$ cat config.mk
export PLATFORM = sky130hd
export DESIGN_NAME = hpl_locator_agg
export DESIGN_NICKNAME = d
export VERILOG_FILES = /design/src/rtl/hpl_pkg.sv /design/src/rtl/hpl_slot_regs.sv /design/src/rtl/hpl_global_reg.sv /design/src/rtl/hpl_notify_fsm.sv /design/src/rtl/hpl_locator_agg.sv
export SDC_FILE = /design/constraint.sdc
export NUM_CORES = 1
export LEC_CHECK = 0
export BUFFER_PORTS_ARGS = -buffer_cell sky130_fd_sc_hd__buf_2
export CORE_UTILIZATION = 50
export CTS_CLUSTER_DIAMETER = 150
export DETAILED_ROUTE_END_ITERATION = 10
export PLACE_DENSITY = 0.95
export SLEW_MARGIN = 30
export SYNTH_ARGS = -nofsm -noshare
export SYNTH_HDL_FRONTEND = slang
export SYNTH_SLANG_ARGS = --single-unit
export TNS_END_PERCENT = 10
$ cat constraint.sdc
create_clock -name clk_i -period 2.59 [get_ports clk_i]
set_input_delay 0.259 -clock clk_i [delete_from_list [all_inputs] [get_ports clk_i]]
set_output_delay 0.259 -clock clk_i [all_outputs]
set_load 0.01 [all_outputs]
$ cat src/rtl/hpl_pkg.sv
package hpl_pkg;
    localparam int EVT_W         = 5;
    localparam int DIS_W         = 7;
    localparam int CTRL_W        = 4;
    localparam int DATA_W        = 32;
    localparam int SLOT_DIS_LSB  = 8;
    localparam int G_INT_DIS     = 0;
    localparam int G_CMD_INT_DIS = 2;
    localparam int G_CMD_DET     = 16;
    localparam int G_ARB_DET     = 17;

    typedef enum logic {
        NOTE_LOW  = 1'b0,
        NOTE_HIGH = 1'b1
    } note_state_e;
endpackage

$ cat src/rtl/hpl_slot_regs.sv
module hpl_slot_regs
    import hpl_pkg::*;
(
    input  logic             clk_i,
    input  logic             rst_ni,
    input  logic             wr_hit_i,
    input  logic [EVT_W-1:0] clr_i,
    input  logic [DIS_W-1:0] dis_wr_i,
    input  logic [EVT_W-1:0] evt_set_i,
    output logic [EVT_W-1:0] latch_o,
    output logic [DIS_W-1:0] dis_o,
    output logic             pend_o
);
    logic [EVT_W-1:0] latch_q;
    logic [DIS_W-1:0] dis_q;
    logic [EVT_W-1:0] clr_mask;

    assign clr_mask = wr_hit_i ? clr_i : '0;

    always_ff @(posedge clk_i) begin
        if (!rst_ni) begin
            latch_q <= '0;
            dis_q   <= '1;
        end else begin
            latch_q <= (latch_q & ~clr_mask) | evt_set_i;
            if (wr_hit_i) begin
                dis_q <= dis_wr_i;
            end
        end
    end

    assign pend_o  = |(latch_q & ~dis_q[EVT_W-1:0]);
    assign latch_o = latch_q;
    assign dis_o   = dis_q;

    p_evt_sticky_r1: assert property (@(posedge clk_i) disable iff (!rst_ni)
        (|evt_set_i) |=> ((latch_q & $past(evt_set_i)) == $past(evt_set_i)));

    p_w1c_clear_r2: assert property (@(posedge clk_i) disable iff (!rst_ni)
        wr_hit_i |=> ((latch_q & $past(clr_i & ~evt_set_i)) == '0));
endmodule

$ cat src/rtl/hpl_global_reg.sv
module hpl_global_reg
    import hpl_pkg::*;
(
    input  logic              clk_i,
    input  logic              rst_ni,
    input  logic              wr_hit_i,
    input  logic [CTRL_W-1:0] ctrl_wr_i,
    input  logic              cmd_clr_i,
    input  logic              arb_clr_i,
    input  logic              cmd_done_i,
    input  logic              arb_err_i,
    output logic [CTRL_W-1:0] ctrl_o,
    output logic              cmd_det_o,
    output logic              arb_det_o
);
    logic [CTRL_W-1:0] ctrl_q;
    logic              cmd_q;
    logic              arb_q;

    always_ff @(posedge clk_i) begin
        if (!rst_ni) begin
            ctrl_q <= '1;
            cmd_q  <= 1'b0;
            arb_q  <= 1'b0;
        end else begin
            if (wr_hit_i) begin
                ctrl_q <= ctrl_wr_i;
            end
            cmd_q <= (cmd_q & ~(wr_hit_i & cmd_clr_i)) | cmd_done_i;
            arb_q <= (arb_q & ~(wr_hit_i & arb_clr_i)) | arb_err_i;
        end
    end

    assign ctrl_o    = ctrl_q;
    assign cmd_det_o = cmd_q;
    assign arb_det_o = arb_q;

    p_cmd_sets_r6: assert property (@(posedge clk_i) disable iff (!rst_ni)
        cmd_done_i |=> cmd_det_o);

    p_ctrl_load_r6: assert property (@(posedge clk_i) disable iff (!rst_ni)
        wr_hit_i |=> (ctrl_o == $past(ctrl_wr_i)));
endmodule

$ cat src/rtl/hpl_notify_fsm.sv
module hpl_notify_fsm
    import hpl_pkg::*;
(
    input  logic clk_i,
    input  logic rst_ni,
    input  logic level_i,
    input  logic msg_en_i,
    output logic pulse_o,
    output logic line_o
);
    note_state_e state_q, state_d;
    logic        differs;
    logic        pulse_q;
    logic        line_q;

    always_comb begin
        state_d = state_q;
        unique case (state_q)
            NOTE_LOW:  if (level_i)  state_d = NOTE_HIGH;
            NOTE_HIGH: if (!level_i) state_d = NOTE_LOW;
            default:   state_d = NOTE_LOW;
        endcase
    end

    assign differs = (state_q == NOTE_HIGH) != level_i;

    always_ff @(posedge clk_i) begin
        if (!rst_ni) begin
            state_q <= NOTE_LOW;
        end else begin
            state_q <= state_d;
        end
    end

    always_ff @(posedge clk_i) begin
        if (!rst_ni) begin
            pulse_q <= 1'b0;
            line_q  <= 1'b0;
        end else begin
            pulse_q <= msg_en_i & differs;
            line_q  <= level_i & ~msg_en_i;
        end
    end

    assign pulse_o = pulse_q;
    assign line_o  = line_q;

    p_no_pulse_line_mode_r7: assert property (@(posedge clk_i) disable iff (!rst_ni)
        !msg_en_i |=> !pulse_o);

    p_line_quiet_msg_mode_r8: assert property (@(posedge clk_i) disable iff (!rst_ni)
        msg_en_i |=> !line_o);
endmodule

$ cat src/rtl/hpl_locator_agg.sv
module hpl_locator_agg
    import hpl_pkg::*;
#(
    parameter int N_SLOTS = 8,
    localparam int ADDR_W = $clog2(N_SLOTS + 2),
    localparam int LOC_W  = N_SLOTS + 1
) (
    input  logic                     clk_i,
    input  logic                     rst_ni,
    input  logic                     wr_en_i,
    input  logic [ADDR_W-1:0]        wr_addr_i,
    input  logic [DATA_W-1:0]        wr_data_i,
    input  logic [N_SLOTS*EVT_W-1:0] slot_evt_i,
    input  logic                     cmd_done_i,
    input  logic                     arb_err_i,
    input  logic                     msg_en_i,
    output logic [LOC_W-1:0]         locator_o,
    output logic                     level_o,
    output logic                     irq_line_o,
    output logic                     msg_pulse_o,
    output logic [CTRL_W-1:0]        ctrl_o,
    output logic                     cmd_det_o,
    output logic                     arb_det_o,
    output logic [N_SLOTS*EVT_W-1:0] evt_latch_o,
    output logic [N_SLOTS*DIS_W-1:0] dis_mask_o
);
    logic [N_SLOTS-1:0]  pend;
    logic [CTRL_W-1:0]   ctrl;
    logic                cmd_det;
    logic                glob_hit;
    logic [LOC_W-1:0]    locator_d, locator_q;
    logic                level_d, level_q;
    logic                unused_wr_bits;

    assign unused_wr_bits = ^{wr_data_i[DATA_W-1:G_ARB_DET+1],
                              wr_data_i[SLOT_DIS_LSB-1:EVT_W],
                              wr_data_i[G_CMD_DET-1:SLOT_DIS_LSB+DIS_W]};

    assign glob_hit = wr_en_i && (wr_addr_i == '0);

    hpl_global_reg u_glob (
        .clk_i      (clk_i),
        .rst_ni     (rst_ni),
        .wr_hit_i   (glob_hit),
        .ctrl_wr_i  (wr_data_i[CTRL_W-1:0]),
        .cmd_clr_i  (wr_data_i[G_CMD_DET]),
        .arb_clr_i  (wr_data_i[G_ARB_DET]),
        .cmd_done_i (cmd_done_i),
        .arb_err_i  (arb_err_i),
        .ctrl_o     (ctrl),
        .cmd_det_o  (cmd_det),
        .arb_det_o  (arb_det_o)
    );

    for (genvar s = 0; s < N_SLOTS; s++) begin : g_slot
        logic slot_hit;
        assign slot_hit = wr_en_i && (wr_addr_i == ADDR_W'(s + 1));
        hpl_slot_regs u_slot (
            .clk_i     (clk_i),
            .rst_ni    (rst_ni),
            .wr_hit_i  (slot_hit),
            .clr_i     (wr_data_i[EVT_W-1:0]),
            .dis_wr_i  (wr_data_i[SLOT_DIS_LSB +: DIS_W]),
            .evt_set_i (slot_evt_i[s*EVT_W +: EVT_W]),
            .latch_o   (evt_latch_o[s*EVT_W +: EVT_W]),
            .dis_o     (dis_mask_o[s*DIS_W +: DIS_W]),
            .pend_o    (pend[s])
        );
    end

    assign locator_d = {pend, cmd_det & ~ctrl[G_CMD_INT_DIS]};
    assign level_d   = ~ctrl[G_INT_DIS] & (|locator_d);

    always_ff @(posedge clk_i) begin
        if (!rst_ni) begin
            locator_q <= '0;
            level_q   <= 1'b0;
        end else begin
            locator_q <= locator_d;
            level_q   <= level_d;
        end
    end

    hpl_notify_fsm u_note (
        .clk_i    (clk_i),
        .rst_ni   (rst_ni),
        .level_i  (level_q),
        .msg_en_i (msg_en_i),
        .pulse_o  (msg_pulse_o),
        .line_o   (irq_line_o)
    );

    assign locator_o = locator_q;
    assign level_o   = level_q;
    assign ctrl_o    = ctrl;
    assign cmd_det_o = cmd_det;

    p_level_masked_r5: assert property (@(posedge clk_i) disable iff (!rst_ni)
        $past(ctrl[G_INT_DIS]) |-> !level_q);

    p_level_follows_r5: assert property (@(posedge clk_i) disable iff (!rst_ni)
        !$past(ctrl[G_INT_DIS]) |-> (level_q == (locator_q != '0)));

    p_cmd_bit_blank_r4: assert property (@(posedge clk_i) disable iff (!rst_ni)
        $past(ctrl[G_CMD_INT_DIS]) |-> !locator_q[0]);

    p_far_write_ignored_r11: assert property (@(posedge clk_i) disable iff (!rst_ni)
        (wr_en_i && (wr_addr_i > ADDR_W'(N_SLOTS))) |=> $stable(dis_mask_o));
endmodule

==> key figures <==
Place
  • GPL Wtd Cong: roughly 0.8
  • Hpwl dp: 9433 um
  • IO Port Bufs: ~180
  • Inst Count DP: between 700 and 800

Yosys
  • Synth top area share: ~53%
  • Leading area contributor after synthesis: dfxtp_1
  • Synth Area per Inst: about 8.3 um^2
  • Count of different cell masters after synthesis: 34
  • Async S/R FF share, synth: 0%
  • Mapped cell area: around 4300 um^2
  • Post-synth net total: between 600 and 700
  • Mapped Cells: around 520
  • Number of synthesized register bits: approximately 120
  • Most used flip-flop cell after synthesis: dfxtp_1
  • Number of synthesized flops with an enable pin: 0
  • Sequential cell area fraction in the yosys report: between 50 and 60%
  • Yosys warnings: 0
  • Synth area leaders: dfxtp_1 53%, nand2_1 11%, mux2i_1 5.3%

Routing
  • Post-Route WL: 15,220 um
  • Final ANT Viol Nets: 0
  • DRC violations left: 0
  • Initial DRT Pass Iterations: 5
  • 1st-iter DRT viols: 330
  • Drt wl/cell: 17.93 um
  • Vias: 4,676
  • Via-to-Cell Ratio: between 5 and 6

Pwr
  • Sequential share of power: around two fifths
  • Maximum VDD drop: between 0.4 and 0.5 mV
  • Combinational Power Share: 9.3%
  • Net Sw Frac: about 25%
  • Internal: roughly 3.4 mW
  • Clock power share: just under 50%
  • Psw: ~1.1 mW
  • Pleak: 2.794 nW
  • PwrDens: 727.3 nW/um^2

CTS
  • H-tree levels: 4
  • CTS-repair resized insts: 0
  • Worst skew pair latency: approximately 0.5 ns
  • Root Buffer: clkbuf_8
  • CTS tree: built
  • Cts hold-fix bufs: between 40 and 50
  • Max Root-Sink Buffers: 2
  • Clock slew at reported path FFs: 0.06 ns
  • Total CTS buffers: 17
  • # Post-CTS Setup Buffers: 0
  • Clk sinks: 115

Critical path
  • WP data required: roughly 3 ns
  • Crit path buf inv count: 2
  • CP endpoint kind: flip-flop
  • Reg2Reg Launch Point: g_slot[1].u_slot.dis_o[0]
  • Critical path arrival: 1.85 ns
  • Worst-path cell chain: buf_2 > nand3b_1 > nor2_1 > buf_4 > nand2_1 > a21oi_1 > nor2_1
  • R2R cell count: 4
  • CP peak stage delay: 0.44 ns
  • Critical setup path kind: in2reg
  • Crit-path most repeated cell: nor2_1
  • Critical Path Fanout Max: 14
  • Setup crit start kind: input port
  • Slowest cell on crit path: nand3b_1
  • R2R setup slack: between 1 and 1.5 ns
  • CP top delay family: simple AND/OR/NAND/NOR gates
  • Worst r2r dst: level_o

Cells and area
  • Final Non-Filler Cells: between 800 and 900
  • P&R area growth vs syn: 42.61%
  • Util after Layout: between 70% and 80%
  • Layout cells sized above 1: roughly 30%
  • Final Net Count: around 810
  • Antenna cells: 0

Min path
  • Cells on Worst Hold Path: 4
  • Hold Path End: u_glob.arb_det_o
  • HP Start: wr_data_i[17]
  • Worst Hold Class: in2reg

Global routing
  • Met2 usage: around 58%
  • Met1 usage: around two fifths
  • First-pass GRT wire length: ~23,000 um
  • Initial antenna violation count: 0
  • Total gr overflow: 0
  • Gr usage total: 33.97%
  • M3 GR Usage: between 6 and 7%
  • Busiest grt layer: met2
  • Vias in the first global route: between 4k and 5k
  • Largest net degree at the start of global routing: 65

Timing
  • Layout Skew: 0.01006 ns
  • Slew @ Worst Pin: 0.8875 ns
  • Part of the cycle the worst path needs: 57.90%
  • Crit path time final: between 1 and 1.5 ns
  • Max Slew Vio Count: 0
  • Hold Vio Cnt, Final: 0
  • Unrepaired setup endpoints after global routing: no
  • Setup TNS: 0 ns
  • Max_slew headroom: between 40% and 50%
  • Peak Freq: 666.9 MHz
  • Setup Viol. Count Final: 0

Die
  • Die width: around 95 um
  • Die Y: ~95 um
  • I/O Pins: roughly 200
  • Core ar.: ~8300 um^2
  • Initial Util: between 50% and 60%
  • Row count: 33
  • Die area: 9068 um^2

Job
  • Maxcap violations: 0

Outcome
  • Outcome: complete, no violations
[registers in the layout, indices dropped and copies added, names as in the netlist]
register / count
u_note.line_o: 1
locator_o: 9
u_glob.cmd_det_o: 1
g_slot.u_slot.latch_o: 40
u_note.pulse_o: 1
u_glob.arb_det_o: 1
level_o: 1
g_slot.u_slot.dis_o: 56
u_note.state_q: 1
u_glob.ctrl_o: 4
[worst register-to-register path, cell delays in order (launching register included)]
cell      delay (ns)
dfxtp_1         0.37
o22ai_1         0.11
a211oi_1        0.50
and4_1          0.27
a311oi_1        0.08
[cell usage after synthesis (2+ instances only)]
cell type,number
nand2_1,122
dfxtp_1,115
nor2_1,51
a21oi_1,43
inv_1,41
nand3_1,26
clkbuf_1,25
mux2i_1,23
o22ai_1,14
o211ai_1,11
o21ai_0,8
a211oi_1,7
buf_2,4
buf_4,4
buf_6,4
and3_1,3
nor2_4,3
and2_1,2
nand2b_2,2
or2_1,2
[worst max path at each step]
stage                                          from                           to  cells past startpoint
after floorplan                        wr_addr_i[3]    g_slot[0].u_slot.dis_o[1]                      6
after global placement                 wr_addr_i[3]  g_slot[4].u_slot.latch_o[2]                      7
after detailed placement               wr_addr_i[3]  g_slot[0].u_slot.latch_o[1]                      6
after CTS                 g_slot[1].u_slot.dis_o[0]                      level_o                      4
after global routing                   wr_addr_i[3]  g_slot[4].u_slot.latch_o[3]                      7
final                                  wr_addr_i[3]  g_slot[4].u_slot.latch_o[3]                      7
[metrics by stage]
stage	power, mW	setup slack (ns)	hold WS, ns	instance area [um^2]
6_report	4.507	1.090	0.05841	6197
2_1_floorplan	2.104	1.150	0.3306	4345
5_1_grt	4.634	0.9683	0.06421	6197
3_3_place_gp	2.260	0.7295	0.4345	5211
4_1_cts	4.489	1.109	0.05439	6197
3_5_place_dp	2.277	0.6819	0.4448	5211
[cells by family (layout without fill, tap and decap cells)]
kind of cell	Yosys count	in the layout	synth area share, %
mux	23	23	5.298
xor+xnor	1	1	0.2016
simple gates	220	220	21.91
buf+inv	79	299	7.976
compound gates	86	86	11.63
flops	115	115	52.98
[placed cells by master, fill, tap and decap left out, types with 2 or more instances in the layout]
master           n
buf_2          177
nand2_1        122
dfxtp_1        115
nor2_1          51
a21oi_1         43
dlygate4sd3_1   43
inv_1           41
nand3_1         26
mux2i_1         23
clkbuf_16       16
o22ai_1         14
o211ai_1        11
o21ai_0          8
a211oi_1         7
clkinv_2         7
clkinvlp_4       5
buf_4            5
and3_1           3
nor2_4           3
and2_1           2
nand2b_2         2
or2_1            2
bufinv_16        2
[layout make-up]
| cell class | count | area (um^2) |
|---|---|---|
| sequential | 115 | 2302 |
| fill | 566 | 2102 |
| multi-input combinational | 330 | 1697 |
| timing repair buffer | 225 | 1354 |
| clock buffer | 17 | 414.1 |
| inverter | 42 | 157.7 |
| clock inverter | 15 | 141.4 |
| tap | 105 | 131.4 |
[layer usage]
metal / vias up / share of wire [%]
met1: 2188 / 37
met2: 315 / 50
met5: - / 0
li1: 2116 / -
met4: 0 / 4.3
met3: 57 / 9.0
[power by group through the flow]
stage	registers, mW	logic (mW)	clock network [mW]
6_report	1.89	0.418	2.20
5_1_grt	1.90	0.452	2.29
4_1_cts	1.89	0.405	2.20
3_5_place_dp	1.92	0.353	0
3_3_place_gp	1.92	0.340	0
2_1_floorplan	1.95	0.154	0
Power figures use the tool's default switching activity.
